**src/rtl/vtd_pkg.sv**
```systemverilog
package vtd_pkg;

    localparam logic [11:0] ADDR_OFS_LO  = 12'hA01;
    localparam logic [11:0] ADDR_OFS_HI  = 12'hA81;
    localparam logic [11:0] ADDR_TIME_LO = 12'hC01;
    localparam logic [11:0] ADDR_TIME_HI = 12'hC81;

    localparam int TIME_W = 64;
    localparam int HALF_W = TIME_W / 2;

    typedef enum logic [1:0] {
        PRIV_U   = 2'd0,
        PRIV_S   = 2'd1,
        PRIV_RSV = 2'd2,
        PRIV_M   = 2'd3
    } priv_e;

    typedef enum logic [2:0] {
        TGT_NONE,
        TGT_OFS_LO,
        TGT_OFS_HI,
        TGT_TIME_LO,
        TGT_TIME_HI
    } tgt_e;

    typedef enum logic [1:0] {
        RSP_IDLE,
        RSP_DATA,
        RSP_ACK,
        RSP_FAULT
    } rsp_e;

endpackage

```
**src/rtl/vtd_decode.sv**
```systemverilog
module vtd_decode
    import vtd_pkg::*;
#(
    parameter int XLEN = 64
) (
    input  logic [11:0] addr_i,
    input  logic        we_i,
    input  logic        re_i,
    input  logic [1:0]  priv_i,
    input  logic        virt_i,
    output tgt_e        tgt_o,
    output logic        legal_o,
    output logic        active_o,
    output logic        wr_lo_o,
    output logic        wr_hi_o
);
    localparam bit IS32 = (XLEN == 32);

    priv_e priv;
    logic  hs_ok;

    always_comb begin
        priv  = priv_e'(priv_i);
        hs_ok = !virt_i && (priv == PRIV_S || priv == PRIV_M);
    end

    always_comb begin
        unique case (addr_i)
            ADDR_OFS_LO:  tgt_o = TGT_OFS_LO;
            ADDR_OFS_HI:  tgt_o = TGT_OFS_HI;
            ADDR_TIME_LO: tgt_o = TGT_TIME_LO;
            ADDR_TIME_HI: tgt_o = TGT_TIME_HI;
            default:      tgt_o = TGT_NONE;
        endcase
    end

    always_comb begin
        unique case (tgt_o)
            TGT_OFS_LO:  legal_o = hs_ok;
            TGT_OFS_HI:  legal_o = IS32 && hs_ok;
            TGT_TIME_LO: legal_o = !we_i;
            TGT_TIME_HI: legal_o = IS32 && !we_i;
            default:     legal_o = 1'b1;
        endcase
    end

    always_comb begin
        active_o = (we_i || re_i) && (tgt_o != TGT_NONE);
        wr_lo_o  = we_i && legal_o && (tgt_o == TGT_OFS_LO);
        wr_hi_o  = we_i && legal_o && (tgt_o == TGT_OFS_HI);
    end

endmodule

```
**src/rtl/vtd_offset_reg.sv**
```systemverilog
module vtd_offset_reg
    import vtd_pkg::*;
#(
    parameter int XLEN = 64
) (
    input  logic              clk,
    input  logic              rst_n,
    input  logic              wr_lo_i,
    input  logic              wr_hi_i,
    input  logic [XLEN-1:0]   wdata_i,
    output logic [TIME_W-1:0] ofs_o
);
    logic [TIME_W-1:0] ofs_q;

    generate
        if (XLEN == TIME_W) begin : g_full
            always_ff @(posedge clk or negedge rst_n) begin
                if (!rst_n) begin
                    ofs_q <= '0;
                end else if (wr_lo_i) begin
                    ofs_q <= TIME_W'(wdata_i);
                end else if (wr_hi_i) begin
                    ofs_q[TIME_W-1:HALF_W] <= wdata_i[HALF_W-1:0];
                end
            end
        end else begin : g_split
            always_ff @(posedge clk or negedge rst_n) begin
                if (!rst_n) begin
                    ofs_q <= '0;
                end else begin
                    if (wr_lo_i) ofs_q[HALF_W-1:0]      <= wdata_i[HALF_W-1:0];
                    if (wr_hi_i) ofs_q[TIME_W-1:HALF_W] <= wdata_i[HALF_W-1:0];
                end
            end
        end
    endgenerate

    assign ofs_o = ofs_q;

endmodule

```
**src/rtl/vtd_time_view.sv**
```systemverilog
module vtd_time_view
    import vtd_pkg::*;
#(
    parameter int XLEN = 64
) (
    input  logic [TIME_W-1:0] time_i,
    input  logic [TIME_W-1:0] ofs_i,
    input  logic              virt_i,
    input  tgt_e              tgt_i,
    output logic [XLEN-1:0]   value_o
);
    logic [TIME_W-1:0] guest_time;
    logic [TIME_W-1:0] seen_time;

    always_comb begin
        guest_time = time_i + ofs_i;
        seen_time  = virt_i ? guest_time : time_i;
    end

    always_comb begin
        unique case (tgt_i)
            TGT_OFS_LO:  value_o = ofs_i[XLEN-1:0];
            TGT_OFS_HI:  value_o = XLEN'(ofs_i[TIME_W-1:HALF_W]);
            TGT_TIME_LO: value_o = seen_time[XLEN-1:0];
            TGT_TIME_HI: value_o = XLEN'(seen_time[TIME_W-1:HALF_W]);
            default:     value_o = '0;
        endcase
    end

endmodule

```
**src/rtl/vtimedelta_csr.sv**
```systemverilog
module vtimedelta_csr
    import vtd_pkg::*;
#(
    parameter int XLEN = 64
) (
    input  logic              clk,
    input  logic              rst_n,
    input  logic [63:0]       time_i,
    input  logic [1:0]        priv_i,
    input  logic              virt_i,
    input  logic [11:0]       csr_addr_i,
    input  logic [XLEN-1:0]   csr_wdata_i,
    input  logic              csr_we_i,
    input  logic              csr_re_i,
    output logic [XLEN-1:0]   csr_rdata_o,
    output logic              csr_illegal_o
);
    tgt_e              tgt_w;
    logic              legal_w;
    logic              active_w;
    logic              wr_lo_w;
    logic              wr_hi_w;
    logic [TIME_W-1:0] delta_w;
    logic [XLEN-1:0]   value_w;

    rsp_e              rsp_q;
    rsp_e              rsp_d;
    logic [XLEN-1:0]   data_q;

    vtd_decode #(.XLEN(XLEN)) u_decode (
        .addr_i   (csr_addr_i),
        .we_i     (csr_we_i),
        .re_i     (csr_re_i),
        .priv_i   (priv_i),
        .virt_i   (virt_i),
        .tgt_o    (tgt_w),
        .legal_o  (legal_w),
        .active_o (active_w),
        .wr_lo_o  (wr_lo_w),
        .wr_hi_o  (wr_hi_w)
    );

    vtd_offset_reg #(.XLEN(XLEN)) u_offset (
        .clk     (clk),
        .rst_n   (rst_n),
        .wr_lo_i (wr_lo_w),
        .wr_hi_i (wr_hi_w),
        .wdata_i (csr_wdata_i),
        .ofs_o   (delta_w)
    );

    vtd_time_view #(.XLEN(XLEN)) u_view (
        .time_i  (time_i),
        .ofs_i   (delta_w),
        .virt_i  (virt_i),
        .tgt_i   (tgt_w),
        .value_o (value_w)
    );

    // Next response: chosen each cycle from the access being presented.
    always_comb begin
        if (!active_w)      rsp_d = RSP_IDLE;
        else if (!legal_w)  rsp_d = RSP_FAULT;
        else if (csr_re_i)  rsp_d = RSP_DATA;
        else                rsp_d = RSP_ACK;
    end

    // State register and captured read value.
    always_ff @(posedge clk or negedge rst_n) begin
        if (!rst_n) begin
            rsp_q  <= RSP_IDLE;
            data_q <= '0;
        end else begin
            rsp_q  <= rsp_d;
            data_q <= (rsp_d == RSP_DATA) ? value_w : '0;
        end
    end

    // Outputs driven from the response state.
    always_comb begin
        unique case (rsp_q)
            RSP_DATA: begin
                csr_rdata_o   = data_q;
                csr_illegal_o = 1'b0;
            end
            RSP_FAULT: begin
                csr_rdata_o   = '0;
                csr_illegal_o = 1'b1;
            end
            default: begin
                csr_rdata_o   = '0;
                csr_illegal_o = 1'b0;
            end
        endcase
    end

endmodule

```
**config.mk**
```make
export PLATFORM = sky130hd
export DESIGN_NAME = vtimedelta_csr
export DESIGN_NICKNAME = d
export VERILOG_FILES = /design/src/rtl/vtd_pkg.sv /design/src/rtl/vtd_decode.sv /design/src/rtl/vtd_offset_reg.sv /design/src/rtl/vtd_time_view.sv /design/src/rtl/vtimedelta_csr.sv
export SDC_FILE = /design/constraint.sdc
export NUM_CORES = 1
export LEC_CHECK = 0
export ABC_AREA = 1
export BUFFER_PORTS_ARGS = -buffer_cell sky130_fd_sc_hd__buf_4
export CORE_MARGIN = 3
export CORE_UTILIZATION = 36
export CTS_BUF_LIST = sky130_fd_sc_hd__clkbuf_16
export DETAILED_ROUTE_END_ITERATION = 6
export HOLD_SLACK_MARGIN = 0.02
export MAX_ROUTING_LAYER = met4
export PLACE_DENSITY = 0.63
export SYNTH_ARGS = -nofsm -noshare
export SYNTH_HDL_FRONTEND = slang
export SYNTH_HIERARCHICAL = 1
export SYNTH_SLANG_ARGS = --single-unit
```
**constraint.sdc**
```tcl
create_clock -name clk -period 3.34 [get_ports clk]
set_input_delay 0.334 -clock clk [delete_from_list [all_inputs] [get_ports clk]]
set_output_delay 0.334 -clock clk [all_outputs]
set_load 0.01 [all_outputs]
```
**After elaboration in Yosys (flattened, before gate mapping)**

Cells that the tools add are included.

- Flip-flop bits (word level): 130
- Logic and storage cells: 42

- $add $sub $neg: 1
- Eq/ne operators: 13
- Mux-type cells: 12
- Reduce and logical (&&, ||, !) cells: 12

Operators with widths:

| kind | number |
|---|---|
| 64-bit case mux with 4 select lines | 1 |
| 64-bit 2-to-1 mux | 3 |
| 64-bit adder | 1 |
| 32-bit 2-to-1 mux | 2 |
| 12-bit == test (second input constant) | 4 |
| 3-bit case mux with 4 select lines | 1 |
| 2-bit by 1-bit == test with 1-bit output (second input constant) | 3 |
| 3-bit by 2-bit == test with 1-bit output (second input constant) | 2 |
| 2-bit 2-to-1 mux | 3 |
| 1-bit logical AND | 5 |
| 2-bit == test (second input constant) | 2 |
| 3-bit by 1-bit == test with 1-bit output (second input constant) | 1 |
| 3-bit == test (second input constant) | 1 |
| 1-bit case mux with 3 select lines | 1 |
| 3-bit nonzero test | 1 |
| 1-bit zero test | 2 |
| 1-bit logical OR | 2 |
| 2-bit nonzero test | 1 |
| 2-bit OR reduction | 1 |
| 1-bit 2-to-1 mux | 1 |

**Longest topological paths before layout**

- Word-level depth: 9
- Depth in mapped cells: 18
- Depth with buffers taken out: 18

**Cells and area by module**

Netlist, hierarchy kept.

By module, submodules not included:

| module | times used | cells each | area each (um2) | seq. area each (um2) |
|---|---|---|---|---|
| vtd_time_view | 1 | 1696 | 7793.7 | 0.0 |
| vtimedelta_csr | 1 | 343 | 2912.8 | 1651.6 |
| vtd_offset_reg | 1 | 310 | 2625.0 | 1601.5 |
| vtd_decode | 1 | 48 | 247.7 | 0.0 |

**Least setup slack after synthesis**

Ideal clock, no wire load.

- Path type: register to register
- Start: register u_offset.ofs_q[0] (netlist: u_offset/ofs_o[0])
- End: register data_q[28]
- Setup time: 116 ps
- Arrival: 2038 ps
- Required time: 3224 ps
- Setup slack: 1186 ps
- Cell stages (with the launch flop): 19
- Clock period less this slack: 2154 ps
- Cells stage by stage: dfrtp_1 -> ha_1 -> fa_1 -> nand3_1 -> nand3_2 -> nand2_1 -> nand2_2 -> nand2_1 -> nand2_1 -> nand2_1 -> nand2_2 -> nand2_1 -> nand2_1 -> nand2_1 -> nand3_1 -> nand3_1 -> nand2_1 -> inv_1 -> nor2_2

- Cells in the longest elaborated chain, start to end: 4

Ends and longest elaborated chain:

| item | line | RTL |
|---|---|---|
| start, declared | vtd_offset_reg.sv:13 | `logic [TIME_W-1:0] ofs_q;` |
| start signal, assigned | vtd_offset_reg.sv:21 | `ofs_q <= TIME_W'(wdata_i);` |
| start signal, assigned by index | vtd_offset_reg.sv:23 | `ofs_q[TIME_W-1:HALF_W] <= wdata_i[HALF_W-1:0];` |
| 64-bit adder | vtd_time_view.sv:16 | `guest_time = time_i + ofs_i;` |
| 64-bit 2-to-1 mux | vtd_time_view.sv:17 | `seen_time = virt_i ? guest_time : time_i;` |
| 64-bit case mux with 4 select lines | vtd_time_view.sv:21 | `unique case (tgt_i)` |
| named net value_w[28] | vtimedelta_csr.sv:24 | `logic [XLEN-1:0] value_w;` |
| 64-bit 2-to-1 mux | vtimedelta_csr.sv:75 | `data_q <= (rsp_d == RSP_DATA) ? value_w : '0;` |
| end signal, assigned | vtimedelta_csr.sv:75 |  |
| end, declared | vtimedelta_csr.sv:28 | `logic [XLEN-1:0] data_q;` |

The timed path passes the listed nets, and every way through them passes these cells.
A chain may end at the register's enable or synchronous reset.

**Final worst setup path**

- Start: register u_offset.ofs_q[0] (netlist: u_offset/ofs_o[0])
- End: register data_q[24]

The elaborated chain is that of the path after synthesis.

==> metrics.md <==
| Metric | Value |
|---|---|
| WL final | `55.1 mm` |
| Core area | `36900 um^2` |
| Top cell type's share of synthesized area | `between 20% and 30%` |
| Min-Delay Path Class | `input pin to register` |
| Pre-antenna DRT Iters | `5` |
| Cell Rows | `70` |
| Leak | `9.17 nW` |
| Initial antenna violation count | `2` |
| Total die area | `between 40000 and 50000 um^2` |
| Clk sink count | `130` |
| Pins over their slew limit | `0` |
| Prevailing post-synth register cell | `dfrtp_1` |
| Reg area | `3250 um^2` |
| Post-Syn Instances | `2397` |
| H-tree depth | `4` |
| Routed vias/inst | `4.82` |
| Layout area overhead | `21.1%` |
| Sequential fraction of the synthesis area | `24.0%` |
| Fraction of registers with async set/reset | `100%` |
| Status | `finished, final reports clean` |
| Clock Latency Late Sink | `0.45 ns` |
| CTS tree | `yes` |
| Busiest grt layer | `met2` |
| Clock tree root driver cell | `clkbuf_16` |
| Multi-input gate area | `8170 um^2` |
| Die height | `approximately 200 um` |
| Number of synthesized flops with an enable pin | `0` |
| Total gr overflow | `0` |
| Antenna-violating nets left | `0` |
| FF+latch count, synth | `130` |
| Startpoint type of the worst setup path | `register` |
| Sw Ratio | `33.2%` |
| Wire per inst | `17.7 um` |
| Setup TNS | `0 ns` |
| Filler cell count in the final layout | `4079` |
| Gp weighted congestion | `0.980` |
| Syn nets | `2608` |
| Post-layout min period | `approximately 2.9 ns` |
| Critical path required time | `about 3.7 ns` |
| Longest Clk Path Bufs | `2` |
| Clock-pin slew on the worst setup and hold paths | `0.06 ns` |
| # Max-Cap Violations | `0` |
| Global-route wire length before repair | `roughly 84 mm` |
| Avg Cell Area, Syn | `approximately 5.7 um^2` |
| Highest Clock Rate | `340 MHz` |
| Seq pwr share | `approximately a third` |
| Biggest area consumer among synthesized cells | `nand2_1` |
| Slew @ Worst Pin | `0.978 ns` |
| Clock network power share | `41.4%` |
| All-layer global routing usage | `between 20% and 30%` |
| Number of I/O pins | `212` |
| Via Count | `15000` |
| Internal power | `0.00338 W` |
| PostCTS Resize Cnt | `0` |
| Ranking of synthesized cells by area | `nand2_1 (24%), dfrtp_1 (24%), inv_1 (13%)` |
| Rel. slew slack | `around a third` |
| WS Path Type | `register to register` |
| Chip width | `200 um` |
| RSZ-0062 raised after global routing | `no` |
| Final hold violation count | `0` |
| Post-Synthesis Cell Area | `about 14000 um^2` |
| Vias in the first global route | `14200` |
| Final period utilization | `between 80% and 90%` |
| Power Density | `about 310 nW/um^2` |
| Top-count cell post-synth | `nand2_1` |
| Detailed Place HPWL | `46.0 mm` |
| Initial drt markers | `1245` |
| Grt met2 use | `42.4%` |
| Hold WS | `0.0945 ns` |
| Share of layout cells above drive strength 1 | `~17%` |
| Final number of setup-violating endpoints | `0` |
| Synth top cells by count | `nand2_1 (877), inv_1 (478), nor2_1 (210)` |
| Worst-path fanout max | `4` |
| Gate power share | `25.2%` |
| Initial Utilization | `36.8%` |
| VDD IR-drop max | `between 0.0003 and 0.0004 V` |
| Net count, final | `approximately 2800` |
| Largest net degree at the start of global routing | `64` |
| Synth unique cells | `40` |
| Synth warnings | `6` |
| Met1 Usage GRT | `39.7%` |
| Area after DPL | `15800 um^2` |
| Data arrival time of the critical path | `3.28 ns` |
| IO buf count | `210` |
| Fin Clk Skew | `roughly 0.012 ns` |
| Crit end category | `register` |
| Post-CTS setup buffers | `0` |
| Design area | `16400 um^2` |
| CTS Buf Count | `17` |
| Met3 Usage GRT | `3.98%` |
| P_sw | `0.00168 W` |
| # DRC | `0` |
[worst max-delay path: stages, from the launching register on]
cell,delay (ns)
dfrtp_1,0.40
ha_1,0.25
fa_1,0.44
nand3_1,0.14
nand3_2,0.12
nand2_1,0.10
nand2_2,0.10
nand2_1,0.10
nand3_2,0.22
a21oi_1,0.19
o21ai_0,0.14
a21oi_1,0.40
nand2_1,0.12
inv_1,0.08
nor2_2,0.04
[power groups by stage]
| stage | Combinational [W] | Sequential [W] | Clock, W |
|---|---|---|---|
| finish | 0.00127 | 0.00169 | 0.00210 |
| floorplan | 0.000739 | 0.00167 | 0 |
| global placement | 0.00125 | 0.00171 | 0 |
| detailed placement | 0.00125 | 0.00171 | 0 |
| global route | 0.00142 | 0.00169 | 0.00220 |
| CTS | 0.00126 | 0.00168 | 0.00215 |
[cell families (layout without fill, tap and decap cells)]
group	Yosys count	count (layout)	share of synthesized area, %
xor+xnor	26	26	1.68
flops	130	130	24.0
buf+inv	557	771	16.0
other cells	1	2	0.0276
compound gates	164	164	6.55
fa+ha+maj	64	64	5.95
simple gates	1455	1455	45.8
[routing by layer]
metal  up-vias  wire length, um  share of wire (%)
li1       7591                -                  -
met1      6922            26400                 48
met2       471            24100                 44
met3        44             3570                6.5
met4         0             1120                2.0
met5         -                0                  0
[path summary, 6_finish.rpt]
path | start | endpoint | slack [ns] | cells after the start
setup / recovery | u_offset/ofs_o[0] | data_q[24] | 0.40 | 14
hold / removal | csr_wdata_i[17] | u_offset/ofs_o[17] | 0.09 | 3
setup reg to reg | u_offset/ofs_o[0] | data_q[24] | 0.40 | 14
hold reg to reg | u_offset/ofs_o[14] | u_offset/ofs_o[14] | 0.51 | 2
max in group asynchronous | rst_n | u_offset/ofs_o[24] | 2.13 | 3
min in group asynchronous | rst_n | data_q[11] | 0.42 | 2
[registers in the layout, indices dropped and copies added, names as in the netlist]
name	flops
rsp_q	2
u_offset/ofs_o	64
data_q	64
[layout make-up]
class / instances / share of cell area [%]
clock buffers: 17 / 2.59
repair buffers: 248 / 11.6
clock inverters: 14 / 1.29
inverters: 492 / 11.2
flip-flops and latches: 130 / 19.8
diodes: 1 / 0.0152
multi-input cells: 1710 / 49.7
well taps: 504 / 3.84
[repair_timing]
item                                    in CTS  in global routing
hold buffers                                 1                  0
endpoints found under the setup margin       0                  0
hold endpoints to repair                    43                  0
[layout by cell type (no fill, tap or decap), drive strengths merged, types with 3 or more instances in the layout]
cell,count
dfrtp,130
nand3,208
a21oi,87
clkinvlp,3
xor2,18
buf,247
clkbuf,17
o211ai,12
nand4,11
inv,489
o22ai,8
nor3,17
o21bai,6
or2,26
nor2,292
clkinv,9
nand3b,6
nand2,894
bufinv,5
o21ai,47
ha,63
xnor2,8
[through the flow]
stage | total power, W | utilization, % | std cells | worst slack (ns)
final | 0.00506 | 44.6 | 3116 | 0.396
after global placement | 0.00296 | 42.8 | 3083 | 0.471
after detailed placement | 0.00297 | 42.8 | 3083 | 0.467
after CTS | 0.00509 | 44.6 | 3115 | 0.505
after floorplan | 0.00241 | - | 2397 | 1.19
after global routing | 0.00531 | 44.6 | 3116 | 0.268
(Power assumes the default switching activity.)
